<file path="config.mk">
export PLATFORM = sky130hd
export DESIGN_NAME = adc_seq_ctrl
export DESIGN_NICKNAME = d
export VERILOG_FILES = /design/src/rtl/adc_seq_pkg.sv /design/src/rtl/adc_seq_enmask.sv /design/src/rtl/adc_seq_pick.sv /design/src/rtl/adc_seq_wake.sv /design/src/rtl/adc_seq_ctrl.sv
export SDC_FILE = /design/constraint.sdc
export NUM_CORES = 1
export LEC_CHECK = 0
export BUFFER_PORTS_ARGS = -buffer_cell sky130_fd_sc_hd__buf_2
export CAP_MARGIN = 20
export CORE_MARGIN = 5
export CORE_UTILIZATION = 42
export DETAILED_ROUTE_END_ITERATION = 10
export GPL_ROUTABILITY_DRIVEN = 1
export PLACE_DENSITY = 0.76
export REMOVE_ABC_BUFFERS = 1
export SLEW_MARGIN = 30
export SYNTH_ARGS = -nofsm -noshare
export SYNTH_HDL_FRONTEND = slang
export SYNTH_SLANG_ARGS = --single-unit
</file>
<file path="constraint.sdc">
create_clock -name clk -period 2.9 [get_ports clk]
set_input_delay 0.725 -clock clk [delete_from_list [all_inputs] [get_ports clk]]
set_output_delay 0.725 -clock clk [all_outputs]
set_load 0.01 [all_outputs]
</file>
<file path="src/rtl/adc_seq_pkg.sv">
package adc_seq_pkg;

    localparam int unsigned SEQ_POS   = 16;
    localparam int unsigned SEQ_CH_W  = 4;
    localparam int unsigned SEQ_RES_W = 12;
    localparam int unsigned SEQ_SU_W  = 8;

    typedef enum logic [2:0] {
        ST_IDLE = 3'd0,
        ST_WAKE = 3'd1,
        ST_REQ  = 3'd2,
        ST_WAIT = 3'd3,
        ST_FIN  = 3'd4
    } seq_state_e;

    typedef struct packed {
        logic user;
        logic sleep;
    } seq_mode_t;

endpackage

</file>
<file path="src/rtl/adc_seq_enmask.sv">
module adc_seq_enmask #(
    parameter int unsigned NUM_POS = 16
) (
    input  logic               clk,
    input  logic               rst,
    input  logic [NUM_POS-1:0] set_bits,
    input  logic [NUM_POS-1:0] clr_bits,
    output logic [NUM_POS-1:0] mask
);
    always_ff @(posedge clk) begin
        if (rst) begin
            mask <= '0;
        end else begin
            mask <= (mask & ~clr_bits) | set_bits;
        end
    end
endmodule

</file>
<file path="src/rtl/adc_seq_pick.sv">
module adc_seq_pick #(
    parameter int unsigned NUM_POS = 16,
    localparam int unsigned IDX_W = $clog2(NUM_POS)
) (
    input  logic [NUM_POS-1:0] vec,
    input  logic [IDX_W-1:0]   from_idx,
    input  logic               incl,
    output logic               found,
    output logic [IDX_W-1:0]   idx
);
    always_comb begin
        found = 1'b0;
        idx   = '0;
        for (int i = NUM_POS - 1; i >= 0; i--) begin
            if (vec[i] && ((i > int'(from_idx)) || (incl && (i == int'(from_idx))))) begin
                found = 1'b1;
                idx   = IDX_W'(i);
            end
        end
    end
endmodule

</file>
<file path="src/rtl/adc_seq_wake.sv">
module adc_seq_wake #(
    parameter int unsigned SU_W = 8
) (
    input  logic            clk,
    input  logic            rst,
    input  logic            load,
    input  logic [SU_W-1:0] load_val,
    input  logic            run,
    output logic            expired
);
    logic [SU_W-1:0] cnt_q;

    always_ff @(posedge clk) begin
        if (rst) begin
            cnt_q <= '0;
        end else if (load) begin
            cnt_q <= load_val;
        end else if (run && (cnt_q != '0)) begin
            cnt_q <= cnt_q - 1'b1;
        end
    end

    assign expired = (cnt_q == '0);
endmodule

</file>
<file path="src/rtl/adc_seq_ctrl.sv">
module adc_seq_ctrl
    import adc_seq_pkg::*;
#(
    parameter int unsigned NUM_POS = SEQ_POS,
    parameter int unsigned CH_W    = SEQ_CH_W,
    parameter int unsigned RES_W   = SEQ_RES_W,
    parameter int unsigned SU_W    = SEQ_SU_W
) (
    input  logic                    clk,
    input  logic                    rst,
    input  logic                    start,
    input  logic                    cfg_user_mode,
    input  logic                    cfg_sleep,
    input  logic [SU_W-1:0]         startup_cnt,
    input  logic [NUM_POS-1:0]      ch_en_set,
    input  logic [NUM_POS-1:0]      ch_en_clr,
    output logic [NUM_POS-1:0]      ch_en_mask,
    input  logic [NUM_POS*CH_W-1:0] slot_chan,
    output logic                    conv_pwr,
    output logic [CH_W-1:0]         conv_sel,
    output logic                    conv_req,
    input  logic                    conv_done,
    input  logic [RES_W-1:0]        conv_data,
    output logic                    res_valid,
    output logic [CH_W-1:0]         res_chan,
    output logic [RES_W-1:0]        res_data,
    output logic                    res_last,
    output logic                    seq_busy,
    output logic                    seq_done
);
    localparam int unsigned IDX_W = $clog2(NUM_POS);

    seq_state_e         st_q, st_d;
    seq_mode_t          mode_q;
    logic [NUM_POS-1:0] snap_q;
    logic [IDX_W-1:0]   cur_q;
    logic               first_found, next_found, wake_expired, accept;
    logic [IDX_W-1:0]   first_idx, next_idx;
    logic [CH_W-1:0]    slot_arr [NUM_POS];
    logic [CH_W-1:0]    sel_ch;

    for (genvar k = 0; k < NUM_POS; k++) begin : g_slot
        assign slot_arr[k] = slot_chan[k*CH_W +: CH_W];
    end

    adc_seq_enmask #(.NUM_POS(NUM_POS)) i_enmask (
        .clk      (clk),
        .rst      (rst),
        .set_bits (ch_en_set),
        .clr_bits (ch_en_clr),
        .mask     (ch_en_mask)
    );

    adc_seq_pick #(.NUM_POS(NUM_POS)) i_pick_first (
        .vec      (ch_en_mask),
        .from_idx ('0),
        .incl     (1'b1),
        .found    (first_found),
        .idx      (first_idx)
    );

    adc_seq_pick #(.NUM_POS(NUM_POS)) i_pick_next (
        .vec      (snap_q),
        .from_idx (cur_q),
        .incl     (1'b0),
        .found    (next_found),
        .idx      (next_idx)
    );

    assign accept = (st_q == ST_IDLE) && start;

    adc_seq_wake #(.SU_W(SU_W)) i_wake (
        .clk      (clk),
        .rst      (rst),
        .load     (accept),
        .load_val (startup_cnt),
        .run      (st_q == ST_WAKE),
        .expired  (wake_expired)
    );

    assign sel_ch = mode_q.user ? slot_arr[cur_q] : CH_W'(cur_q);

    always_comb begin
        st_d = st_q;
        unique case (st_q)
            ST_IDLE: if (start) begin
                if (!first_found)   st_d = ST_FIN;
                else if (cfg_sleep) st_d = ST_WAKE;
                else                st_d = ST_REQ;
            end
            ST_WAKE: if (wake_expired) st_d = ST_REQ;
            ST_REQ:  st_d = ST_WAIT;
            ST_WAIT: if (conv_done) st_d = next_found ? ST_REQ : ST_FIN;
            ST_FIN:  st_d = ST_IDLE;
            default: st_d = ST_IDLE;
        endcase
    end

    always_ff @(posedge clk) begin
        if (rst) begin
            st_q      <= ST_IDLE;
            mode_q    <= '0;
            snap_q    <= '0;
            cur_q     <= '0;
            res_valid <= 1'b0;
            res_chan  <= '0;
            res_data  <= '0;
            res_last  <= 1'b0;
        end else begin
            st_q      <= st_d;
            res_valid <= 1'b0;
            res_last  <= 1'b0;
            if (accept) begin
                mode_q <= '{user: cfg_user_mode, sleep: cfg_sleep};
                snap_q <= ch_en_mask;
                cur_q  <= first_idx;
            end
            if ((st_q == ST_WAIT) && conv_done) begin
                res_valid <= 1'b1;
                res_chan  <= sel_ch;
                res_data  <= conv_data;
                res_last  <= !next_found;
                if (next_found) cur_q <= next_idx;
            end
        end
    end

    always_comb begin
        if (st_q == ST_IDLE)   conv_pwr = !cfg_sleep;
        else if (!mode_q.sleep) conv_pwr = 1'b1;
        else                   conv_pwr = (st_q != ST_FIN);
    end

    assign conv_sel = sel_ch;
    assign conv_req = (st_q == ST_REQ);
    assign seq_busy = (st_q != ST_IDLE);
    assign seq_done = (st_q == ST_FIN);
endmodule

</file>
==> metrics.csv, run 1 <==
stage;metric;value;unit
worst_hold_path;hold crit path type;register to register;
yosys;Post-synth EDFFs;0;
critical_path;startpoint type of the worst setup path;register;
routing;Post-Route WL;10.4;mm
yosys;sequential share of the synthesized area;36.2;%
sta;fin crit share;103;%
routing;routed via count;3813;
finish;design area;4820;sq um
critical_path;Critical Path AT;2.26;ns
routing;Wirelength per Cell;14.4;um
finish;Core Util, Final;56.1;%
finish;Final nets;733;
sta;final hold slack;0.454;ns
sta;Relative slew margins;64.8;%
yosys;ys flop type;dfxtp_1;
floorplan;DIE WIDTH;103;um
power_and_ir_drop;static leakage;2.13;nW
sta;timing-limited maximum frequency;335;MHz
yosys;synth unique cells;54;
floorplan;chip height;103;um
floorplan;boundary pin count;164;
yosys;Synthesis Warnings;0;
sta;crit path time final;2.99;ns
yosys;Cell Area, Synth;3650;sq um
power_and_ir_drop;Pwr Density;592;nW/um^2
routing;DRC viols;0;
critical_path;critical path class;register to primary output;
clocking;Root Driver;clkbuf_8;
finish;Layout area overhead;32.0;%
run_status;failing checks;setup timing;
placement;pre-CTS worst setup slack;-0.0733;ns
critical_path;Worst Path Required;2.17;ns
finish;most frequent cells in the layout;buf_2 (161), nand2_1 (76), dfxtp_1 (64);
floorplan;Die Area;10700;sq um
sta;Final Max Slew Viols;0;
run;max cap viols;0;
power_and_ir_drop;Design Power;2.85;mW
routing;drt initial violations;260;
placement;Post-DP HPWL;7.95;mm
sta;Slew @ Worst Pin;0.521;ns
finish;n_diodes;0;
clocking;Worst-Skew Late Latency;0.33;ns
clocking;CTS sink cnt;66;
global_route;vias in the first global route;3658;
critical_path;CP Capture Type;primary output;
clocking;hold buffer count at cts;0;
clocking;CTS tree;built;
placement;number of port buffers;163;
clocking;H-tree depth;3;
finish;fillers;802;
sta;PnR worst setup slack;-0.0889;ns
sta;final setup TNS;-0.206;ns
yosys;synthesized area per cell;8.12;sq um
run_status;run status;finished, violations left;
sta;RSZ-0062 raised after global routing;true;
yosys;post-synthesis register bit count;66;
power_and_ir_drop;peak supply drop;0.271;mV
global_route;Remaining Overflow, GRT;0;
placement;placed cell areas;4550;sq um
routing;ANT nets after route;0;
global_route;pin count of the biggest net entering global routing;42;
global_route;initial antenna violation count;0;
sta;Clock Skews;0.00746;ns
critical_path;CP Max Fanout;5;
routing;router iterations before antenna repair;4;
sta;Final Setup Violations;3;
floorplan;CORE AREA;8590;sq um
floorplan;Rows;34;
placement;routability cong.;0.860;
floorplan;Initial Utilization;42.5;%
yosys;Cells after Synth;450;
clocking;CTS max path bufs;2;
clocking;clock slew at reported path FFs;0.07;ns
sta;Final Hold Vio Count;0;
finish;Post-Layout Cell Count;721;
placement;placed cell count;702;
finish;fraction of layout cells with a size suffix above 1;35.1;%
clocking;clock buffer count from CTS;9;
routing;vias per cell;5.29;
finish;most common cell after layout, fill and taps aside;buf_2;
yosys;asr flop ratio synth;0;%
global_route;first-pass GRT wire length;16.4;mm
global_route;Total GRT Usage;19.3;%
[synth_stat cells (3+ instances only)]
library cell / instances / area share [%]
or4_1: 6 / 1.2
nand3_1: 6 / 0.82
a21oi_1: 59 / 8.1
dfxtp_1: 66 / 36
and2_1: 5 / 0.86
nand2b_1: 4 / 0.68
mux2i_1: 3 / 0.82
nor3_1: 13 / 1.8
a31oi_1: 4 / 0.68
o31ai_1: 5 / 1.0
mux4_1: 4 / 2.9
o311ai_0: 3 / 0.72
or3_1: 4 / 0.68
o211ai_1: 3 / 0.62
nor2_1: 49 / 5.0
inv_1: 24 / 2.5
o21ai_0: 11 / 1.5
a21boi_0: 3 / 0.62
o22ai_1: 3 / 0.51
nand2_1: 76 / 7.8
nor4_1: 3 / 0.51
nor3b_1: 4 / 0.82
xnor2_1: 4 / 0.96
a211oi_1: 6 / 1.2
clkbuf_1: 17 / 1.7
buf_2: 7 / 0.96
nor2b_1: 8 / 1.4
o21a_1: 3 / 0.62
mux4_2: 14 / 8.6
[layer usage]
metal / track usage [%] / part of all wire, % / vias to the layer above
met5: 0 / 0 / -
met4: 6.87 / 2.5 / 0
met3: 3.22 / 8.0 / 24
met2: 34.2 / 49 / 170
met1: 23.5 / 41 / 1701
li1: - / - / 1918
[kinds of logic (layout without fill, tap and decap cells)]
family | Yosys count | in the layout | synth area share (%)
AO/OA/AOI/OAI | 118 | 118 | 19.8
XOR/XNOR | 5 | 5 | 1.20
adder cells (fa/ha/maj) | 2 | 2 | 0.685
buffers and inverters | 53 | 216 | 6.40
AND/OR/NAND/NOR | 182 | 182 | 22.4
flip-flops | 66 | 66 | 36.2
multiplexers | 24 | 24 | 13.4
[registers in the layout, summed over array words and instances, names as in the netlist]
| signal | count |
|---|---|
| res_valid | 1 |
| snap_q | 15 |
| res_data | 12 |
| res_chan | 4 |
| cur_q | 4 |
| i_wake.cnt_q | 8 |
| st_q | 3 |
| mode_q | 2 |
| res_last | 1 |
| i_enmask.mask | 16 |
[critical path: stages, from the launching register on]
cell and delay [ns]:
dfxtp_4 0.39, buf_12 0.12, buf_6 0.09, mux4_2 0.47, mux4_2 0.45, mux2_4 0.28, buf_6 0.12
[timing repair]
action / in CTS / in global routing
gates resized for setup: 11 / 0
endpoints found under the setup margin: 4 / 3
cloned: 1 / 0
setup buffers: 3 / 0
[layout make-up]
| class | instances | area, sq um | area share, % |
|---|---|---|---|
| well taps | 108 | 135 | 2.80 |
| inverters | 24 | 90.1 | 1.87 |
| clock inverters | 2 | 35.0 | 0.726 |
| flip-flops and latches | 66 | 1330 | 27.5 |
| multi-input cells | 331 | 2100 | 43.5 |
| clock buffers | 13 | 169 | 3.50 |
| repair buffers | 177 | 970 | 20.1 |
[final timing paths]
| check | startpoint | to | slack (ns) | depth (start not counted) |
|---|---|---|---|---|
| max | cur_q[0] | conv_sel[0] | -0.09 | 6 |
| min | res_data[5] | res_data[5] | 0.45 | 2 |
| max reg2reg | cur_q[1] | cur_q[1] | 0.42 | 7 |
| min reg2reg | res_data[5] | res_data[5] | 0.45 | 2 |
[power by group]
group	leakage [nW]	internal, mW	switching [mW]	total, mW
logic	1.48	0.472	0.476	0.948
registers	0.542	1.00	0.114	1.12
clock network	0.106	0.462	0.327	0.789
total	2.13	1.94	0.917	2.85
Power figures use the tool's default switching activity.
==> run 2: changes to the inputs <==
--- a/config.mk
+++ b/config.mk
@@ -9,6 +9,7 @@
 export CAP_MARGIN = 20
 export CORE_MARGIN = 5
 export CORE_UTILIZATION = 42
+export CTS_BUF_LIST = sky130_fd_sc_hd__clkbuf_2 sky130_fd_sc_hd__clkbuf_4 sky130_fd_sc_hd__clkbuf_8
 export DETAILED_ROUTE_END_ITERATION = 10
 export GPL_ROUTABILITY_DRIVEN = 1
 export PLACE_DENSITY = 0.76
==> metrics.csv, run 2 (same netlist as run 1, synthesis figures left out) <==
stage;metric;value;unit;change
run_status;run status;finished, violations left;;unchanged
run_status;failing checks;setup timing;;unchanged
finish;Largest register FFs;16;;unchanged
routing;Post-Route WL;10.4;mm;about the same
clocking;CTS sink cnt;66;;unchanged
sta;fin crit share;103;%;about the same
sta;Final Hold Vio Count;0;;unchanged
routing;vias per cell;5.25;;was 5.29
sta;Relative slew margins;64.4;%;was 64.8%
floorplan;Rows;34;;unchanged
sta;PnR worst setup slack;-0.0907;ns;was -0.0889 ns
floorplan;Initial Utilization;42.5;%;unchanged
routing;DRC viols;0;;unchanged
placement;pre-CTS worst setup slack;-0.0733;ns;unchanged
finish;Final nets;733;;unchanged
finish;most common cell after layout, fill and taps aside;buf_2;;unchanged
finish;most frequent cells in the layout;buf_2 (161), nand2_1 (76), dfxtp_1 (64);;unchanged
clocking;Worst-Skew Late Latency;0.33;ns;about the same
global_route;vias in the first global route;3647;;was 3658
critical_path;number of cells on the worst reg-to-reg path;7;;unchanged
critical_path;Critical Path AT;2.27;ns;was 2.26 ns
finish;Post-Layout Cell Count;721;;unchanged
finish;fraction of layout cells with a size suffix above 1;35.2;%;was 35.1%
sta;Slew @ Worst Pin;0.527;ns;was 0.521 ns
clocking;clock buffer count from CTS;9;;unchanged
floorplan;Die Area;10700;sq um;unchanged
sta;final setup TNS;-0.211;ns;was -0.206 ns
finish;Regs by FF count;i_enmask.mask: 16 flops, snap_q: 15 flops, res_data: 12 flops;;unchanged
worst_hold_path;hold crit path type;register to register;;unchanged
routing;drt initial violations;265;;was 260
clocking;hold buffer count at cts;0;;unchanged
power_and_ir_drop;peak supply drop;0.273;mV;was 0.271 mV
routing;ANT nets after route;0;;unchanged
global_route;first-pass GRT wire length;16.5;mm;was 16.4 mm
floorplan;DIE WIDTH;103;um;unchanged
sta;Final Setup Violations;3;;unchanged
power_and_ir_drop;static leakage;2.13;nW;about the same
global_route;Total GRT Usage;19.4;%;was 19.3%
finish;design area;4830;sq um;was 4820 sq um
power_and_ir_drop;Pwr Density;594;nW/um^2;was 592 nW/um^2
clocking;CTS max path bufs;2;;unchanged
placement;placed cell areas;4550;sq um;unchanged
sta;RSZ-0062 raised after global routing;true;;unchanged
placement;Post-DP HPWL;7.95;mm;unchanged
finish;n_diodes;0;;unchanged
placement;routability cong.;0.860;;unchanged
routing;routed via count;3785;;was 3813
clocking;H-tree depth;3;;unchanged
sta;Final Max Slew Viols;0;;unchanged
sta;timing-limited maximum frequency;334;MHz;was 335 MHz
critical_path;Worst Path Required;2.17;ns;about the same
critical_path;startpoint type of the worst setup path;register;;unchanged
global_route;pin count of the biggest net entering global routing;42;;unchanged
critical_path;CP Capture Type;primary output;;unchanged
critical_path;critical path class;register to primary output;;unchanged
placement;placed cell count;702;;unchanged
sta;Clock Skews;0.00741;ns;was 0.00746 ns
placement;number of port buffers;163;;unchanged
clocking;CTS tree;built;;unchanged
clocking;Root Driver;clkbuf_8;;unchanged
finish;Layout area overhead;32.1;%;was 32.0%
global_route;Remaining Overflow, GRT;0;;unchanged
global_route;initial antenna violation count;0;;unchanged
sta;crit path time final;2.99;ns;about the same
run;max cap viols;0;;unchanged
floorplan;CORE AREA;8590;sq um;unchanged
worst_hold_path;number of cells on the worst hold path;2;;unchanged
critical_path;CP Max Fanout;5;;unchanged
clocking;clock slew at reported path FFs;0.07;ns;about the same
floorplan;boundary pin count;164;;unchanged
floorplan;chip height;103;um;unchanged
routing;router iterations before antenna repair;4;;unchanged
routing;Wirelength per Cell;14.4;um;about the same
finish;Reg with most FFs;i_enmask.mask;;unchanged
-- run 2: cell types whose count changed in the layout (fill, tap and decap cells not counted) --
cell and change:
clkbuf_1 -1, clkbuf_4 +1
-- run 2: final cells by class --
type,instances,area (sq um)
fillers,803,3760
multi-input cells,331,2100
flip-flops and latches,66,1330
repair buffers,177,970
clock buffers,13,173
well taps,108,135
inverters,24,90.1
clock inverters,2,35.0
-- run 2: critical path, stage by stage (launching register included) --
cell and delay [ns]:
dfxtp_4 0.39, buf_12 0.12, buf_6 0.09, mux4_2 0.47, mux4_2 0.45, mux2_4 0.28
buf_6 0.12
-- run 2: final timing paths --
path                     from     endpoint  slack [ns]
setup / recovery     cur_q[0]  conv_sel[0]       -0.09
setup reg to reg     cur_q[1]     cur_q[1]        0.44
hold reg to reg   res_data[5]  res_data[5]        0.45
hold / removal    res_data[5]  res_data[5]        0.45
-- run 2: metal layers --
layer  up-vias  global-route usage (%)  share of wire [%]
li1       1916                       -                  -
met1      1698                    23.7                 41
met2       153                    34.1                 49
met3        18                    3.22                7.4
met4         0                    7.77                2.1
met5         -                       0                  0
-- run 2: timing repair --
item / 4_1_cts / 5_1_grt
endpoints found under the setup margin: 4 / 3
gates resized for setup: 11 / 0
setup buffers: 3 / 0
gates cloned: 1 / 0
-- run 2: through the flow --
stage	hold WS (ns)	power, mW	util, %
floorplan	0.425	1.69	-
global placement	0.441	1.99	52.9
detailed placement	0.446	2.03	52.9
CTS	0.456	2.89	56.2
global route	0.468	3.05	56.2
finish	0.454	2.87	56.2
-- run 2: report_power, final --
part	switching [mW]	total, mW	internal (mW)
clock network	0.330	0.801	0.471
registers	0.114	1.12	1.00
logic	0.477	0.948	0.472
